===== src/rtl/bififo_port_pkg.sv =====
package bififo_port_pkg;

  // Target kinds after address decode
  typedef enum logic [1:0] {
    SEL_FIFO = 2'd0,
    SEL_BYP  = 2'd1,
    SEL_RSVD = 2'd2,
    SEL_OFS  = 2'd3
  } sel_e;

  localparam int NUM_OFS = 4;
  localparam int IDX_W   = $clog2(NUM_OFS);

  // addr[2] picks the offset bank; below that, 000 is the FIFO pair,
  // 001 the bypass word, 010/011 are reserved.
  function automatic sel_e decode_addr(input logic [2:0] a);
    sel_e s;
    if (a[2])               s = SEL_OFS;
    else if (a[1])          s = SEL_RSVD;
    else if (a[0])          s = SEL_BYP;
    else                    s = SEL_FIFO;
    return s;
  endfunction

endpackage


===== src/rtl/bpa_decode.sv =====
module bpa_decode
  import bififo_port_pkg::*;
(
  input  logic             cs_n,
  input  logic             rw,
  input  logic             en_n,
  input  logic [2:0]       addr,
  output logic             wr_req,
  output logic             rd_req,
  output sel_e             sel,
  output logic [IDX_W-1:0] idx
);

  logic active;

  always_comb begin
    active = !cs_n && !en_n;
    wr_req = active && !rw;
    rd_req = active && rw;
    sel    = decode_addr(addr);
    idx    = addr[IDX_W-1:0];
  end

endmodule


===== src/rtl/bpa_offset_bank.sv =====
module bpa_offset_bank
  import bififo_port_pkg::*;
#(
  parameter int OFS_W   = 9,
  parameter int RST_VAL = 8
) (
  input  logic                            clk,
  input  logic                            rst_n,
  input  logic                            we,
  input  logic [IDX_W-1:0]                widx,
  input  logic [OFS_W-1:0]                wdata,
  output logic [NUM_OFS-1:0][OFS_W-1:0]   ofs_q
);

  localparam logic [OFS_W-1:0] RST_Q = OFS_W'(RST_VAL);

  for (genvar g = 0; g < NUM_OFS; g++) begin : g_ofs
    logic hit;
    assign hit = we && (widx == IDX_W'(g));

    always_ff @(posedge clk or negedge rst_n) begin
      if (!rst_n)   ofs_q[g] <= RST_Q;
      else if (hit) ofs_q[g] <= wdata;
    end
  end

endmodule


===== src/rtl/bpa_read_path.sv =====
module bpa_read_path
  import bififo_port_pkg::*;
#(
  parameter int DATA_W = 18,
  parameter int OFS_W  = 9
) (
  input  logic                          clk,
  input  logic                          rst_n,
  input  logic                          rd_req,
  input  sel_e                          sel,
  input  logic [IDX_W-1:0]              idx,
  input  logic                          pop_valid,
  input  logic [DATA_W-1:0]             pop_data,
  input  logic [DATA_W-1:0]             byp_in,
  input  logic [NUM_OFS-1:0][OFS_W-1:0] ofs_q,
  output logic [DATA_W-1:0]             out_q
);

  logic              load;
  logic [DATA_W-1:0] nxt;

  always_comb begin
    load = 1'b0;
    nxt  = out_q;
    if (rd_req) begin
      unique case (sel)
        SEL_FIFO: begin
          load = pop_valid;          // empty pop leaves the register alone
          nxt  = pop_data;
        end
        SEL_BYP: begin
          load = 1'b1;
          nxt  = byp_in;
        end
        SEL_OFS: begin
          load = 1'b1;
          nxt  = DATA_W'(ofs_q[idx]); // zero-extended
        end
        default: begin
          load = 1'b1;
          nxt  = '0;
        end
      endcase
    end
  end

  always_ff @(posedge clk or negedge rst_n) begin
    if (!rst_n)    out_q <= '0;
    else if (load) out_q <= nxt;
  end

endmodule


===== src/rtl/bififo_port_access.sv =====
module bififo_port_access
  import bififo_port_pkg::*;
#(
  parameter int DATA_W  = 18,
  parameter int OFS_W   = 9,
  parameter int OFS_RST = 8
) (
  input  logic              clk,
  input  logic              rst_n,
  input  logic              cs_n,
  input  logic              rw,
  input  logic              en_n,
  input  logic              oe_n,
  input  logic [2:0]        addr,
  input  logic [DATA_W-1:0] din,
  output logic [DATA_W-1:0] dout,
  output logic              drv_en,
  output logic              push_valid,
  input  logic              push_ready,
  output logic [DATA_W-1:0] push_data,
  input  logic              pop_valid,
  output logic              pop_ready,
  input  logic [DATA_W-1:0] pop_data,
  output logic [DATA_W-1:0] byp_out,
  input  logic [DATA_W-1:0] byp_in,
  output logic [OFS_W-1:0]  ofs_out_ae,
  output logic [OFS_W-1:0]  ofs_out_af,
  output logic [OFS_W-1:0]  ofs_in_ae,
  output logic [OFS_W-1:0]  ofs_in_af
);

  logic             wr_req, rd_req;
  sel_e             sel;
  logic [IDX_W-1:0] idx;

  // Input register stage
  logic              wr_pend;
  sel_e              wr_sel;
  logic [IDX_W-1:0]  wr_idx;
  logic [DATA_W-1:0] wr_data;

  logic [NUM_OFS-1:0][OFS_W-1:0] ofs_q;
  logic [DATA_W-1:0]             byp_q;
  logic [DATA_W-1:0]             out_q;

  bpa_decode u_dec (
    .cs_n   (cs_n),
    .rw     (rw),
    .en_n   (en_n),
    .addr   (addr),
    .wr_req (wr_req),
    .rd_req (rd_req),
    .sel    (sel),
    .idx    (idx)
  );

  always_ff @(posedge clk or negedge rst_n) begin
    if (!rst_n) begin
      wr_pend <= 1'b0;
      wr_sel  <= SEL_RSVD;
      wr_idx  <= '0;
      wr_data <= '0;
    end else begin
      wr_pend <= wr_req;
      if (wr_req) begin
        wr_sel  <= sel;
        wr_idx  <= idx;
        wr_data <= din;
      end
    end
  end

  // Outgoing FIFO push: one-cycle offer, dropped if the core is full
  assign push_valid = wr_pend && (wr_sel == SEL_FIFO);
  assign push_data  = wr_data;

  // Bypass word
  always_ff @(posedge clk or negedge rst_n) begin
    if (!rst_n)                            byp_q <= '0;
    else if (wr_pend && wr_sel == SEL_BYP) byp_q <= wr_data;
  end
  assign byp_out = byp_q;

  bpa_offset_bank #(
    .OFS_W   (OFS_W),
    .RST_VAL (OFS_RST)
  ) u_ofs (
    .clk   (clk),
    .rst_n (rst_n),
    .we    (wr_pend && wr_sel == SEL_OFS),
    .widx  (wr_idx),
    .wdata (wr_data[OFS_W-1:0]),
    .ofs_q (ofs_q)
  );

  assign ofs_out_ae = ofs_q[0];
  assign ofs_out_af = ofs_q[1];
  assign ofs_in_ae  = ofs_q[2];
  assign ofs_in_af  = ofs_q[3];

  // Incoming FIFO pop request straight from the strobe
  assign pop_ready = rd_req && (sel == SEL_FIFO);

  bpa_read_path #(
    .DATA_W (DATA_W),
    .OFS_W  (OFS_W)
  ) u_rd (
    .clk       (clk),
    .rst_n     (rst_n),
    .rd_req    (rd_req),
    .sel       (sel),
    .idx       (idx),
    .pop_valid (pop_valid),
    .pop_data  (pop_data),
    .byp_in    (byp_in),
    .ofs_q     (ofs_q),
    .out_q     (out_q)
  );

  assign dout   = out_q;
  assign drv_en = !cs_n && rw && !oe_n;

endmodule


===== config.mk =====
export PLATFORM = sky130hd
export DESIGN_NAME = bififo_port_access
export DESIGN_NICKNAME = d
export VERILOG_FILES = /design/src/rtl/bififo_port_pkg.sv /design/src/rtl/bpa_decode.sv /design/src/rtl/bpa_offset_bank.sv /design/src/rtl/bpa_read_path.sv /design/src/rtl/bififo_port_access.sv
export SDC_FILE = /design/constraint.sdc
export NUM_CORES = 1
export LEC_CHECK = 0
export BUFFER_PORTS_ARGS = -buffer_cell sky130_fd_sc_hd__buf_2
export CAP_MARGIN = 0
export CORE_ASPECT_RATIO = 0.7
export CORE_MARGIN = 3
export CORE_UTILIZATION = 49
export DETAILED_ROUTE_END_ITERATION = 10
export PLACE_DENSITY = 0.8
export SKIP_CTS_REPAIR_TIMING = 1
export SYNTH_ARGS = -nofsm -noshare
export SYNTH_HDL_FRONTEND = slang
export SYNTH_SLANG_ARGS = --single-unit

===== constraint.sdc =====
create_clock -name clk -period 1.8 [get_ports clk]
set_clock_uncertainty 0.05 [all_clocks]
set_input_delay 0 -clock clk [delete_from_list [all_inputs] [get_ports clk]]
set_output_delay 0 -clock clk [all_outputs]
set_load 0.02 [all_outputs]

==> After elaboration in Yosys (flattened, before gate mapping) <==
Cells that the tools add are included.
{ "op_classes": {"n_lt_le_gt_ge": 1, "n_eq_ne": 7, "muxes": 8, "reduce_logical": 21} }
{ "op_table": {"columns": ["cell", "count"], "rows": [
  ["$pmux 18 s3", 1],
  ["$bmux 9 s2", 1],
  ["$logic_and 1x1->1", 13],
  ["$mux 9", 1],
  ["$eq 2x2->1 const B", 4],
  ["$eq 2x1->1 const B", 3],
  ["$logic_not 2->1", 3],
  ["$logic_not 1->1", 4],
  ["$mux 2", 2],
  ["$lt 2x3->1 const B", 1],
  ["$mux 1", 3],
  ["$reduce_and 2->1", 1]
]} }
{ "word_totals": {"reg_bits": 95, "input_bits": 65, "elab_cells": 47} }

==> Longest topological paths before layout <==
{ "depth": {"ltp_word": 7, "ltp_mapped": 5, "mapped_depth_nobuf": 3} }

==> Modules after synthesis <==
Synthesis repeated with hierarchy kept, for this count alone.
{ "unflattened": {"hier_cells": 295, "area_unflattened_um2": 4251.6} }
{ "modules_own_cells": {"columns": ["mod", "instances", "cells_per_inst", "area_each_um2", "seq_area_each_um2"], "rows": [
  ["bififo_port_access", 1, 89, 1585.3, 1027.2],
  ["bpa_offset_bank", 1, 77, 1363.8, 905.9],
  ["bpa_read_path", 1, 122, 1247.4, 450.4],
  ["bpa_decode", 1, 7, 55.1, 0.0]
]} }

==> Least setup slack after synthesis <==
OpenSTA, ideal clock, no wires.
{ "synth_timing": {"path_type": "register to register", "start": "reg wr_sel[1]", "end": "reg u_ofs.ofs_q[0] (netlist name)", "arrival_ns": 1.420, "slack_ns": 0.206, "path_stages_with_launch": 5, "path_buffers": 1, "cell_sequence": "dfstp_2 and3_1 nor3b_1 buf_4 mux2_2"} }
{ "synth_between": {"elab_chain_cells": 3} }
{ "synth_lines": {"columns": ["item", "line_no", "rtl"], "rows": [
  ["start, declared", "bififo_port_access.sv:38", "sel_e wr_sel;"],
  ["start signal, assigned", "bififo_port_access.sv:66", "wr_sel <= sel;"],
  ["$eq 2x2->1", "bififo_port_access.sv:90", ".we (wr_pend && wr_sel == SEL_OFS),"],
  ["$logic_and 1x1->1", "bififo_port_access.sv:90", null],
  ["$logic_and 1x1->1", "bpa_offset_bank.sv:19", "assign hit = we && (widx == IDX_W'(g));"],
  ["end signal, assigned by index", "bpa_offset_bank.sv:23", "else if (hit) ofs_q[g] <= wdata;"],
  ["end, declared", "bpa_offset_bank.sv:12", "output logic [NUM_OFS-1:0][OFS_W-1:0] ofs_q"]
]} }
No other way between the ends.
A chain may end at the register's enable or synchronous reset.

==> Final worst setup path <==
{ "layout_timing": {"start": "reg wr_sel[1]", "end": "reg u_ofs.ofs_q[6] (netlist name)"} }
Same word-level chain as after synthesis.

==> impl_metrics.toml <==
[grt]
grt_overflow = 0
grt_pass1_wl_um = 15520
grt_usage_pct = 22.02
antenna_found_initial = 0
grt_pass1_vias = 3026
grt_max_degree = 47

[setup_path]
cp_top_family = "flip-flops"
worst-setup-path-type = "flop to flop"
critPathLaunchType = "flop"
r2r-start = "wr_sel[1]"
cpPeakStageDelay_ns = 0.55
arrival_ns = 1.89
crit_buf_inv = 1
rr_endpoint = "u_ofs.ofs_q[6]"
cp_max_fo = 7
reg2reg_depth = 4
crit_path_end_kind = "flop"
r2r_slack_ns = 0.09
crit_slowest_cell = "dfstp_2"
cp_cell_sequence = "and3_2 > nor3b_4 > buf_4 > mux2_2"
crit_required_ns = 1.97

[logic_synthesis]
synthesis.area_um2 = 4123
yosysTopAreaCellShare_pct = 54.63
ys_ff_latch = 95
ys_types = 26
avgSynthCellArea_um2 = 15.92
ys_warn_count = 0
synth_nets = 324
synthCells = 259
ys_seq_area_share_pct = 57.81
synth_top_area_cell = "dfrtp_1"
yosys-top-cells-area = "dfrtp_1 55%, mux2_2 23%, mux4_2 4.9%, o2bb2ai_1 3.8%, dfstp_2 3.2%"

[route]
drt_first_iter_violations = 187
route.antenna.remaining_nets = 0
detail_route.wl_per_cell_um = 18.96
drc = 0
dr.pass1.iters = 4
wirelength_um = 10730
vias = 3039
drt-vias-per-instance = 5.369

[timing]
setup_viol = 0
worst_slew_pin_slew_ns = 0.4754
slew_headroom_pct = 68.30
drv_slew = 0
min_period_over_period_pct = 95.27
max_freq_ghz = 0.5832
hold_viol = 0
rsz0062_at_grt = "no"
layout_setup_ws_ns = 0.08521
finalSetupTns_ns = 0
fin_crit_ns = 1.715
hold_ws_ns = 0.03656

[hold_path]
holdCritPathClass = "input pin to flop"
hold-path-cell-count = 4
hp-start = "byp_in[8]"
min_to = "u_rd.out_q[8]"

[place]
pre_cts_ws_ns = 0.04905
dp_hpwl_um = 7315
globalplace.congestion = 0.7435
place_area_um2 = 5077
port_buffers = 156

[die]
die_h_um = 82.75
initial_core_util_pct = 51.49
coreArea_um2 = 8006
io_pins = 158
die_area_um2 = 9568
die_w_um = 115.6
rows = 27

[clock_tree]
clk_latency_ns = 0.34
clockBufferDepth = 2
clockRootBuffer = "clkbuf_16"
cts_tree = "done"
clk_pin_slew_ns = 0.06
numCtsBuffers = 9
clock_sinks = 95
htreeDepth = 3

[power]
leakage_uw = 0.002865
finalPower_uw = 8111
peakVddDrop_mv = 0.8678
power_density_nw_per_um2 = 1407

[layout]
diodes = 0
final_design_area_no_fill_um2 = 5766
fillers = 556
drive_above_1_share_pct = 62.15
fin_nets = 525
syn2layout_area_growth_pct = 39.85

[status]
status = "completed"

[job]
drv_cap = 0
-- layout make-up --
type | instances | area, um^2 | area share [%]
flip-flops and latches | 95 | 2384 | 41.34
multi-input cells | 150 | 1663 | 28.84
repair buffers | 203 | 1279 | 22.18
clock buffers | 12 | 256.5 | 4.449
well taps | 101 | 126.4 | 2.192
clock inverters | 4 | 53.80 | 0.9332
inverters | 1 | 3.754 | 0.06510
-- worst max path at each step --
stage	from	end	slack (ns)	cells past startpoint
finish	wr_sel[1]	u_ofs.ofs_q[6]	0.09	4
global route	wr_sel[1]	u_ofs.ofs_q[6]	0.03	4
CTS	wr_sel[1]	u_ofs.ofs_q[6]	0.03	4
detailed placement	wr_sel[1]	u_ofs.ofs_q[5]	0.05	4
global placement	wr_sel[1]	u_ofs.ofs_q[20]	0.14	4
floorplan	wr_sel[1]	u_ofs.ofs_q[0]	0.21	4
-- synthesized netlist by cell type, drive strengths merged --
library cell,number
nor2,4
buf,11
mux2,83
and3b,1
o41ai,1
mux4,9
o21ai,1
dfrtp,90
and3,1
nand2,1
o211ai,1
nand3b,2
a22oi,9
nor3,1
o21ba,1
inv,1
nand3,1
nor3b,4
dfstp,5
clkbuf,2
o2bb2ai,18
a21oi,3
mux2i,9
-- report_power, final --
group | switching, uW | total, uW | leakage (uW) | internal, uW
Sequential | 510 | 3360 | 0.00120 | 2850
Combinational | 1550 | 2810 | 0.00152 | 1260
Clock | 782 | 1940 | 0.000145 | 1150
Total | 2850 | 8110 | 0.00286 | 5270
-- through the flow --
stage / cells / utilization [%]
global placement: 513 / 63.42
floorplan: 259 / -
finish: 566 / 72.01
detailed placement: 513 / 63.42
global route: 566 / 72.01
CTS: 529 / 67.29
-- cell usage in the layout, fill, tap and decap left out, drive strengths merged, types with 2 or more instances in the layout --
cell,n
a21oi,3
a22oi,9
buf,166
clkbuf,12
clkinvlp,2
dfrtp,90
dfstp,5
dlygate4sd3,37
mux2,83
mux2i,9
mux4,9
nand3b,2
nor2,4
nor3b,4
o2bb2ai,18
-- cell families (layout without fill, tap and decap cells) --
logic type,count (synthesis),count (layout),share of synthesized area [%]
multiplexers,101,101,29.77
flip-flops,95,95,57.81
AO/OA/AOI/OAI,34,34,7.253
AND/OR/NAND/NOR,15,15,2.853
buffers and inverters,14,220,2.306
-- routing by layer --
| layer | vias to the layer above | routed length (um) | GRT usage (%) |
|---|---|---|---|
| li1 | 1384 | - | - |
| met1 | 1528 | 4436 | 26.48 |
| met2 | 105 | 5266 | 37.18 |
| met3 | 22 | 786 | 7.793 |
| met4 | 0 | 244 | 7.995 |
| met5 | - | 0 | 0 |
-- registers in the layout (all words and copies together), names as in the netlist --
| name | flops |
|---|---|
| u_ofs.ofs_q | 36 |
| byp_out | 18 |
| push_data | 18 |
| u_rd.out_q | 18 |
| wr_idx | 2 |
| wr_sel | 2 |
| wr_pend | 1 |
-- tightest hold or removal path, cell delays in order --
cell	delay, ns
buf_2	0.07
mux2_2	0.13
a22oi_1	0.07
o2bb2ai_1	0.11
Power figures use the tool's default switching activity.
